==> src/rtl/conv_status_pkg.sv <==
package conv_status_pkg;
  localparam int unsigned FLAG_CNT = 5;

  typedef enum int unsigned {
    FL_WINDOW    = 0,
    FL_ANY_END   = 1,
    FL_INJ_END   = 2,
    FL_INJ_START = 3,
    FL_REG_START = 4
  } flag_idx_e;

  typedef logic [FLAG_CNT-1:0] flag_vec_t;
endpackage

==> src/rtl/csr_reset_sync.sv <==
module csr_reset_sync #(
  parameter int unsigned STAGES = 2
) (
  input  logic clk,
  input  logic rst_n,
  output logic rst_sync_n
);
  logic [STAGES-1:0] sh_q;
  logic [STAGES-1:0] sh_nxt;

  always_comb begin
    sh_nxt = {sh_q[STAGES-2:0], 1'b1};
  end

  always_ff @(posedge clk or negedge rst_n) begin
    if (!rst_n) sh_q <= '0;
    else        sh_q <= sh_nxt;
  end

  assign rst_sync_n = sh_q[STAGES-1];
endmodule

==> src/rtl/csr_bus_decode.sv <==
module csr_bus_decode
  import conv_status_pkg::*;
#(
  parameter int unsigned ADDR_W     = 8,
  parameter int unsigned DATA_W     = 32,
  parameter int unsigned REG_OFFSET = 0
) (
  input  logic [ADDR_W-1:0] addr,
  input  logic              wr_en,
  input  logic [DATA_W-1:0] wr_data,
  input  logic              rd_en,
  input  flag_vec_t         flags,
  output flag_vec_t         clr_mask,
  output logic [DATA_W-1:0] rd_data
);
  localparam logic [ADDR_W-1:0] OFFS = ADDR_W'(REG_OFFSET);
  localparam int unsigned RSV_W = DATA_W - FLAG_CNT;

  logic sel;
  assign sel = (addr == OFFS);

  // only the low flag bits of a decoded write form the clear mask
  always_comb begin
    clr_mask = '0;
    if (wr_en && sel) clr_mask = ~wr_data[FLAG_CNT-1:0];
  end

  // read data is zero unless a qualified read hits this offset
  always_comb begin
    rd_data = '0;
    if (rd_en && sel) rd_data = {{RSV_W{1'b0}}, flags};
  end
endmodule

==> src/rtl/csr_flag_cell.sv <==
module csr_flag_cell (
  input  logic clk,
  input  logic rst_n,
  input  logic set_i,
  input  logic clr_i,
  output logic q
);
  logic q_nxt;

  always_comb begin
    q_nxt = q;
    if (clr_i) q_nxt = 1'b0;
    if (set_i) q_nxt = 1'b1;   // event wins
  end

  always_ff @(posedge clk or negedge rst_n) begin
    if (!rst_n) q <= 1'b0;
    else        q <= q_nxt;
  end

  p_set_wins_r7: assert property (@(posedge clk) disable iff (!rst_n)
    set_i |=> q);
  p_hold_r3: assert property (@(posedge clk) disable iff (!rst_n)
    (!set_i && !clr_i) |=> (q == $past(q)));
  p_clear_r4: assert property (@(posedge clk) disable iff (!rst_n)
    (clr_i && !set_i) |=> !q);
endmodule

==> src/rtl/conv_status_reg.sv <==
module conv_status_reg
  import conv_status_pkg::*;
#(
  parameter int unsigned ADDR_W     = 8,
  parameter int unsigned DATA_W     = 32,
  parameter int unsigned REG_OFFSET = 0,
  parameter int unsigned SYNC_STG   = 2
) (
  input  logic              clk,
  input  logic              rst_n,
  input  logic [ADDR_W-1:0] bus_addr,
  input  logic              bus_wr_en,
  input  logic [DATA_W-1:0] bus_wr_data,
  input  logic              bus_rd_en,
  output logic [DATA_W-1:0] bus_rd_data,
  input  logic              data_rd_strobe,
  input  logic              ev_reg_start,
  input  logic              ev_inj_start,
  input  logic              ev_inj_end,
  input  logic              ev_grp_end,
  input  logic              ev_window
);
  logic      rst_sync_n;
  flag_vec_t flags;
  flag_vec_t set_vec;
  flag_vec_t wr_clr;
  flag_vec_t clr_vec;

  csr_reset_sync #(.STAGES(SYNC_STG)) u_rst (
    .clk        (clk),
    .rst_n      (rst_n),
    .rst_sync_n (rst_sync_n)
  );

  csr_bus_decode #(
    .ADDR_W     (ADDR_W),
    .DATA_W     (DATA_W),
    .REG_OFFSET (REG_OFFSET)
  ) u_dec (
    .addr     (bus_addr),
    .wr_en    (bus_wr_en),
    .wr_data  (bus_wr_data),
    .rd_en    (bus_rd_en),
    .flags    (flags),
    .clr_mask (wr_clr),
    .rd_data  (bus_rd_data)
  );

  // event to bit mapping
  always_comb begin
    set_vec               = '0;
    set_vec[FL_WINDOW]    = ev_window;
    set_vec[FL_ANY_END]   = ev_grp_end;
    set_vec[FL_INJ_END]   = ev_inj_end;
    set_vec[FL_INJ_START] = ev_inj_start;
    set_vec[FL_REG_START] = ev_reg_start;
  end

  genvar gi;
  generate
    for (gi = 0; gi < FLAG_CNT; gi++) begin : g_flag
      if (gi == int'(FL_ANY_END)) begin : g_eoc
        // data register read also clears end of conversion
        assign clr_vec[gi] = wr_clr[gi] | data_rd_strobe;
      end else begin : g_plain
        assign clr_vec[gi] = wr_clr[gi];
      end
      csr_flag_cell u_cell (
        .clk   (clk),
        .rst_n (rst_sync_n),
        .set_i (set_vec[gi]),
        .clr_i (clr_vec[gi]),
        .q     (flags[gi])
      );
    end
  endgenerate

  p_strobe_eoc_r6: assert property (@(posedge clk) disable iff (!rst_sync_n)
    (data_rd_strobe && !ev_grp_end) |=> !flags[FL_ANY_END]);
  p_read_quiet_r9: assert property (@(posedge clk) disable iff (!rst_sync_n)
    (bus_rd_en && !bus_wr_en && !data_rd_strobe && (set_vec == '0)) |=> $stable(flags));
  p_rsv_write_r5: assert property (@(posedge clk) disable iff (!rst_sync_n)
    (bus_wr_en && (bus_wr_data[FLAG_CNT-1:0] == '1) && !data_rd_strobe && (set_vec == '0))
      |=> $stable(flags));
endmodule

==> config.mk <==
export PLATFORM = sky130hd
export DESIGN_NAME = conv_status_reg
export DESIGN_NICKNAME = d
export VERILOG_FILES = /design/src/rtl/conv_status_pkg.sv /design/src/rtl/csr_reset_sync.sv /design/src/rtl/csr_bus_decode.sv /design/src/rtl/csr_flag_cell.sv /design/src/rtl/conv_status_reg.sv
export SDC_FILE = /design/constraint.sdc
export NUM_CORES = 1
export LEC_CHECK = 0
export ABC_CLOCK_PERIOD_IN_PS = 1800
export BUFFER_PORTS_ARGS = -buffer_cell sky130_fd_sc_hd__clkbuf_2
export CAP_MARGIN = 5
export CORE_MARGIN = 4
export CORE_UTILIZATION = 30
export CTS_CLUSTER_SIZE = 24
export DETAILED_ROUTE_END_ITERATION = 8
export PLACE_DENSITY = 0.78
export SKIP_CTS_REPAIR_TIMING = 1
export SYNTH_ARGS = -nofsm -noshare
export SYNTH_HDL_FRONTEND = slang
export SYNTH_HIERARCHICAL = 1
export SYNTH_SLANG_ARGS = --single-unit
==> constraint.sdc <==
create_clock -name clk -period 1.8 [get_ports clk]
set_clock_uncertainty 0.15 [all_clocks]
set_input_delay 0.27 -clock clk [delete_from_list [all_inputs] [get_ports clk]]
set_output_delay 0.27 -clock clk [all_outputs]
set_load 0.02 [all_outputs]
==> flow_summary.yaml, run 1 <==
drt:
  ant_nets: 0
  post-route-drc-count: 0
  drt-total-wl_microns: 1330
  vias_per_cell: 3.89
  drt-initial-drc-count: 0
  wire_per_inst_microns: 10.6
  dr.pass1.iters: 1
  via_count: 486
floorplan:
  start_util_pct: 33.1
  die_area_sq_mm: 0.00279
  pin_count: 82
  die_h_microns: 52.8
  num_rows: 15
  core-area_sq_mm: 0.00182
  die_w_microns: 52.8
sta:
  hold_slack_ps: 56.7
  fin_crit_ps: 1750
  timing.fmax_mhz: 570
  setup_viol_count_final: 0
  hold_viol_final: 0
  finalCritPeriodShare_pct: 97.5
  slew_viol_final: 0
cts:
  clock_latency_ps: 240
  clockBufferDepth: 2
  cts_max_level: 1
  cts_root_buffer: "clkbuf_4"
  cts_buffers: 3
  cts.sinks: 7
  cts_tree: "done"
  path_clk_slew_ps: 50
critical_path:
  crit_arrival_ps: 1330
  crit_type: "input port to output pin"
  critPathLaunch: "bus_addr[2]"
  crit_fanout: 5
  cp.required_ps: 1380
  start_kind: "input port"
  rr_startpoint: "u_rst/sh_q[1]"
  crit_path_end_kind: "output pin"
place:
  dpl_cell_area_sq_um: 654
  place.gp.congestion: 0.823
  dp.cells: 116
  io_buffer_count: 27
flow_run:
  drv_cap: 0
synth:
  yosysSeqAreaShare_pct: 29.1
  synthCells: 66
  syn_area_sq_um: 602
  syn_avg_cell_area_sq_um: 9.12
  yosysWarnings: 6
  synth-seq-cells: 7
  ys_types: 13
power_and_ir_drop:
  powerDensity_mw_per_mm2: 517
  cellLeakagePower_nw: 0.384
  finalPower_w: 0.000403
  vdd_drop_max_v: 0.000334
grt:
  grt_first_pass_wirelength_microns: 1550
  grt_busiest_layer: "met2"
  grtUsageMet1_pct: 7.89
  gr-total-overflow: 0
  grt_max_degree: 11
  met2_usage_pct: 14.3
  antenna_found_initial: 0
  grt_pass1_vias: 365
  use_met3_pct: 3.42
  grtUsageTotal_pct: 7.67
final_layout:
  diodes: 0
  area_delta_synth_final_pct: 29.5
  final_nets: 151
  drive_gt1_share_pct: 46.0
  fin_area_sq_um: 779
  finalNonFillerCells: 125
min_path:
  hp-class: "input port to register"
  hold_start: "ev_inj_start"
status:
  status: "completed"
-- metrics by stage --
step	setup TNS, ps	util (%)	worst slack (ps)
2_1_floorplan	-427	-	-85.3
3_3_place_gp	-125	35.9	-28.5
3_5_place_dp	-212	35.9	-50.3
4_1_cts	-192	37.4	-50.3
5_1_grt	-1.39	42.8	-1.39
6_report	0	42.8	45.0
-- logic make-up after synthesis --
family | after synthesis | share of synthesized area (%)
flip-flops | 7 | 29.1
AO/OA/AOI/OAI | 5 | 6.24
other | 2 | 1.25
AND/OR/NAND/NOR | 18 | 23.9
buffers and inverters | 34 | 39.5
-- state kept, by name (all words and copies together), names as in the netlist --
register	count
u_rst/sh_q	2
g_flag.u_cell/q	5
-- critical path, cell delays in order --
cell and delay [ps]:
clkbuf_2 100, or4_4 600, nor3_2 180, buf_2 180
-- final timing paths --
path / endpoint / slack, ps / cells past startpoint
max: bus_rd_data[0] / 50 / 4
min: g_flag[3].u_cell/q / 60 / 2
max reg2reg: g_flag[2].u_cell/q / 840 / 1
min reg2reg: u_rst/sh_q[1] / 210 / 0
max in group asynchronous: g_flag[2].u_cell/q / 840 / 1
min in group asynchronous: u_rst/sh_q[0] / 200 / 2
-- layout by cell type, fill, tap and decap left out, types with 2 or more instances in the layout --
cell           count
nand2_1            5
conb_1            28
or4_4              3
dfrtp_1            7
inv_1              5
buf_6              2
a21o_1             5
clkbuf_2          22
buf_4              5
nor3_2             4
clkbuf_4           3
dlygate4sd3_1      2
nor4b_2            5
-- synth_stat cells --
cell	n	area [sq um]
buf_4	27	203
dfrtp_1	7	175
a21o_1	5	37.5
inv_1	5	18.8
nand2_1	5	18.8
nor3_1	5	25.0
nor4b_2	5	75.1
conb_1	2	7.51
buf_2	1	5.00
buf_6	1	11.3
or2_1	1	6.26
or4_1	1	7.51
or4_4	1	11.3
-- metal layers --
metal / vias to the layer above / wire (microns) / part of all wire, %
li1: 231 / - / -
met2: 33 / 727 / 55
met4: 0 / 45 / 3.4
met3: 4 / 150 / 11
met5: - / 0 / 0
met1: 218 / 408 / 31
-- layout make-up --
cell class	instances	area (sq um)
Timing Repair Buffer	32	195
Clock buffer	4	26.3
Tap cell	25	31.3
Sequential cell	7	175
Inverter	5	18.8
Fill cell	177	1040
Multi-Input combinational cell	52	333
-- power by group --
group / switching [W] / internal, W / total, W
sequential: 0.00000148 / 0.000162 / 0.000163
clock: 0.0000484 / 0.0000840 / 0.000132
combinational: 0.0000772 / 0.0000305 / 0.000108
total: 0.000127 / 0.000276 / 0.000403
Note: power is estimated with default switching activity, not from simulation.
==> run 2, diff against run 1 <==
- CORE_UTILIZATION: 30 -> 25
- PLACE_DENSITY: 0.78 -> 0.66
==> flow_summary.yaml, run 2 (same netlist as run 1, synthesis figures left out) <==
drt:
  wire_per_inst_microns: 10.2
  ant_nets: 0
  drt-initial-drc-count: 3
  wl_met3_microns: 171
  wl_met1_microns: 482
  post-route-drc-count: 0
  top_layer: "met4"
  met2_wirelength_microns: 643
  drt-total-wl_microns: 1320
  via_count: 476
  dr.pass1.iters: 2
  vias_per_cell: 3.66
sta:
  setup_viol_count_final: 0
  rsz0062_at_grt: "true"
  tns_ps: 0
  timing.fmax_mhz: 559
  setup_slack_ps: 11.1
  hold_viol_final: 0
  finalCritPeriodShare_pct: 99.4
  slew_viol_final: 0
  fin_crit_ps: 1790
grt:
  gr-total-overflow: 0
  grt_first_pass_wirelength_microns: 1750
  grtUsageTotal_pct: 7.11
  antenna_found_initial: 0
  grt_pass1_vias: 391
  grt_max_degree: 11
final_layout:
  drive_gt1_share_pct: 47.1
  top_regs: "g_flag.u_cell/q x5, u_rst/sh_q x2"
  final_nets: 153
  final_common_cell: "conb_1"
  largest_reg_flops: 5
  area_delta_synth_final_pct: 33.7
  finalNonFillerCells: 130
  utilization_pct: 35.7
  top_register: "g_flag.u_cell/q"
  diodes: 0
  final_cell_mix: "conb_1, clkbuf_2, dfrtp_1, buf_4"
cts:
  clockBufferDepth: 2
  clock_latency_ps: 250
  cts_root_buffer: "clkbuf_4"
  path_clk_slew_ps: 50
  cts_buffers: 3
  cts_tree: "done"
  cts.sinks: 7
  cts_max_level: 1
floorplan:
  die_h_microns: 57.1
  num_rows: 17
  start_util_pct: 26.7
  pin_count: 82
  die_area_sq_mm: 0.00326
  core-area_sq_mm: 0.00225
  die_w_microns: 57.1
critical_path:
  crit_type: "input port to output pin"
  crit_arrival_ps: 1370
  crit_chain: "clkbuf_2 > or4_4 > buf_6 > nor3_4 > buf_6"
  slowest_delay_ps: 530
  rr_startpoint: "u_rst/sh_q[1]"
  reg2regPathDepth: 1
  crit_fanout: 5
  rrSetupSlack_ps: 840
  r2r_end: "g_flag[3].u_cell/q"
  start_kind: "input port"
  crit_end: "bus_rd_data[3]"
  critPathLaunch: "bus_addr[1]"
  cp.required_ps: 1380
  crit_cells: 5
  worst_path_dominant_cell_family: "simple AND/OR/NAND/NOR gates"
  path_buf_inv: 3
  crit_top_cell: "buf_6"
  crit_path_end_kind: "output pin"
  slowest_stage: "or4_4"
min_path:
  hp-class: "input port to register"
place:
  place.gp.congestion: 0.692
  dp.cells: 119
  io_buffer_count: 27
  place_ws_ps: -59.2
  hpwl_microns: 1060
power_and_ir_drop:
  powerDensity_mw_per_mm2: 512
  finalPower_w: 0.000412
  cellLeakagePower_nw: 0.400
  vdd_drop_max_v: 0.000226
status:
  status: "completed"
flow_run:
  drv_cap: 0
[run 2: changes by cell type in the layout (fill, tap and decap cells not counted)]
cell    delta
nor3_2     -1
buf_4      +2
nor3_4     +1
[run 2: how the worst min path moves through the flow]
stage / start / to / slack [ps] / cells past startpoint
floorplan: rst_n / u_rst/sh_q[0] / -180 / 0
CTS: rst_n / u_rst/sh_q[0] / -360 / 1
global route: ev_grp_end / g_flag[1].u_cell/q / 40 / 2
global placement: rst_n / u_rst/sh_q[0] / -90 / 1
finish: ev_grp_end / g_flag[1].u_cell/q / 50 / 2
detailed placement: rst_n / u_rst/sh_q[0] / -90 / 1
[run 2: metrics by stage]
step	hold WS (ps)	area, sq um
detailed placement	-89.6	658
global placement	-90.5	658
global route	43.4	805
floorplan	-176	699
finish	45.6	805
CTS	-365	684
[run 2: per-layer routing]
metal,up-vias,global-route usage (%)
met5,-,0
met4,0,4.97
met3,4,3.17
met2,36,10.3
met1,200,8.32
li1,236,-
[run 2: area by class of cell]
cell class                      instances  area, sq um
Inverter                                5         18.8
Sequential cell                         7          175
Clock buffer                            4         26.3
Timing Repair Buffer                   34          210
Tap cell                               28         35.0
Fill cell                             237         1450
Multi-Input combinational cell         52          339
[run 2: report_power, final]
group	internal [W]	leakage (nW)	switching (W)
registers	0.000162	0.0691	0.00000122
logic	0.0000315	0.316	0.0000772
clock network	0.0000845	0.0150	0.0000563
==> run 3, diff against run 2 <==
--- a/config.mk
+++ b/config.mk
@@ -10,3 +10,2 @@
 export CAP_MARGIN = 5
-export CORE_MARGIN = 4
 export CORE_UTILIZATION = 25
==> constraint.sdc (replaced) <==
create_clock -name clk -period 1.8 [get_ports clk]
set_clock_uncertainty 0.15 [all_clocks]
set_input_delay 0.18 -clock clk [delete_from_list [all_inputs] [get_ports clk]]
set_output_delay 0.18 -clock clk [all_outputs]
set_load 0.02 [all_outputs]
==> flow_summary.yaml, run 3 (same netlist as run 1, synthesis figures left out) <==
drt:
  vias_per_cell: 3.65
  via_count: 475
  wire_per_inst_microns: 7.74
  post-route-drc-count: 0
  dr.pass1.iters: 4
  drt-total-wl_microns: 1010
  ant_nets: 0
  drt-initial-drc-count: 1
floorplan:
  core-area_sq_mm: 0.00223
  pin_count: 82
  start_util_pct: 26.9
  num_rows: 17
  die_h_microns: 51.1
  die_area_sq_mm: 0.00261
  die_w_microns: 51.1
critical_path:
  critPathLaunch: "bus_addr[1]"
  rrSetupSlack_ps: 840
  crit_end: "bus_rd_data[0]"
  crit_arrival_ps: 1370
  r2r_end: "g_flag[1].u_cell/q"
  reg2regPathDepth: 1
  crit_type: "input port to output pin"
  cp.required_ps: 1470
  crit_path_end_kind: "output pin"
  crit_fanout: 10
  start_kind: "input port"
  rr_startpoint: "u_rst/sh_q[1]"
sta:
  setup_viol_count_final: 0
  hold_viol_final: 0
  slew_viol_final: 0
  timing.fmax_mhz: 587
  fin_crit_ps: 1700
  rsz0062_at_grt: "false"
  setup_slack_ps: 95.2
  tns_ps: 0
  finalCritPeriodShare_pct: 94.7
final_layout:
  drive_gt1_share_pct: 36.3
  top_regs: "g_flag.u_cell/q x5, u_rst/sh_q x2"
  diodes: 0
  largest_reg_flops: 5
  fin_area_sq_um: 754
  area_delta_synth_final_pct: 25.4
  final_common_cell: "conb_1"
  finalNonFillerCells: 130
  final_nets: 153
  top_register: "g_flag.u_cell/q"
  fillCellCount: 271
  final_cell_mix: "conb_1, clkbuf_2, dfrtp_1, dlygate4sd3_1"
cts:
  path_clk_slew_ps: 50
  cts_tree: "done"
  cts_buffers: 3
  cts.sinks: 7
  cts_max_level: 1
  clock_latency_ps: 240
  cts_root_buffer: "clkbuf_4"
  clockBufferDepth: 2
grt:
  antenna_found_initial: 0
  gr-total-overflow: 0
  grt_max_degree: 11
  grt_first_pass_wirelength_microns: 1590
  grtUsageTotal_pct: 8.16
  grt_pass1_vias: 416
place:
  hpwl_microns: 924
  place_ws_ps: 77.8
  place.gp.congestion: 0.666
  dpl_cell_area_sq_um: 658
  io_buffer_count: 27
  dp.cells: 119
min_path:
  hp-class: "input port to register"
  hold_start: "bus_wr_data[4]"
power_and_ir_drop:
  vdd_drop_max_v: 0.000242
  cellLeakagePower_nw: 0.376
  powerDensity_mw_per_mm2: 536
flow_run:
  drv_cap: 0
status:
  status: "completed"
==> run 3: cell types whose count changed in the layout (fill, tap and decap cells not counted), sizes merged <==
cell | before | now
dlygate4sd3 | 2 | 7
clkbuf | 26 | 31
or4 | 3 | 2
buf | 10 | 1
==> run 3: worst min-delay path by stage <==
stage	endpoint	slack, ps	depth (start not counted)
finish	g_flag[4].u_cell/q	80	4
global route	u_rst/sh_q[0]	90	2
CTS	u_rst/sh_q[0]	-450	1
detailed placement	u_rst/sh_q[0]	-180	1
global placement	u_rst/sh_q[0]	-180	1
floorplan	u_rst/sh_q[0]	-270	0
==> run 3: layout make-up <==
cell class / count / area (sq um) / area share (%)
Sequential cell: 7 / 175 / 23.2
Clock buffer: 4 / 26.3 / 3.48
Inverter: 5 / 18.8 / 2.49
Timing Repair Buffer: 35 / 213 / 28.2
Tap cell: 28 / 35.0 / 4.64
Multi-Input combinational cell: 51 / 287 / 38.0
==> run 3: critical path, cell delays in order <==
cell and delay [ps]:
clkbuf_2 70, or4_1 500, buf_4 190, nor3_1 220, clkbuf_2 210
==> run 3: power breakdown <==
| group | leakage [nW] | total (W) | switching (W) | internal [W] |
|---|---|---|---|---|
| logic | 0.292 | 0.000104 | 0.0000702 | 0.0000340 |
| registers | 0.0691 | 0.000163 | 0.00000129 | 0.000162 |
| clock network | 0.0150 | 0.000137 | 0.0000528 | 0.0000843 |
| total | 0.376 | 0.000404 | 0.000124 | 0.000280 |
==> run 3: metrics by stage <==
step | util [%] | hold WS, ps | total power (W)
floorplan | - | -266 | 0.000275
global placement | 29.5 | -182 | 0.000256
detailed placement | 29.5 | -180 | 0.000258
CTS | 30.6 | -448 | 0.000402
global route | 33.8 | 85.1 | 0.000439
finish | 33.8 | 80.7 | 0.000404
==> run 3: layer usage <==
layer  global-route usage (%)  vias up  share of wire, %
met1                     7.21      215                33
met2                     15.6       29                56
met5                        0        -                 0
li1                         -      231                 -
met4                     4.17        0                 0
met3                     3.27        0                11
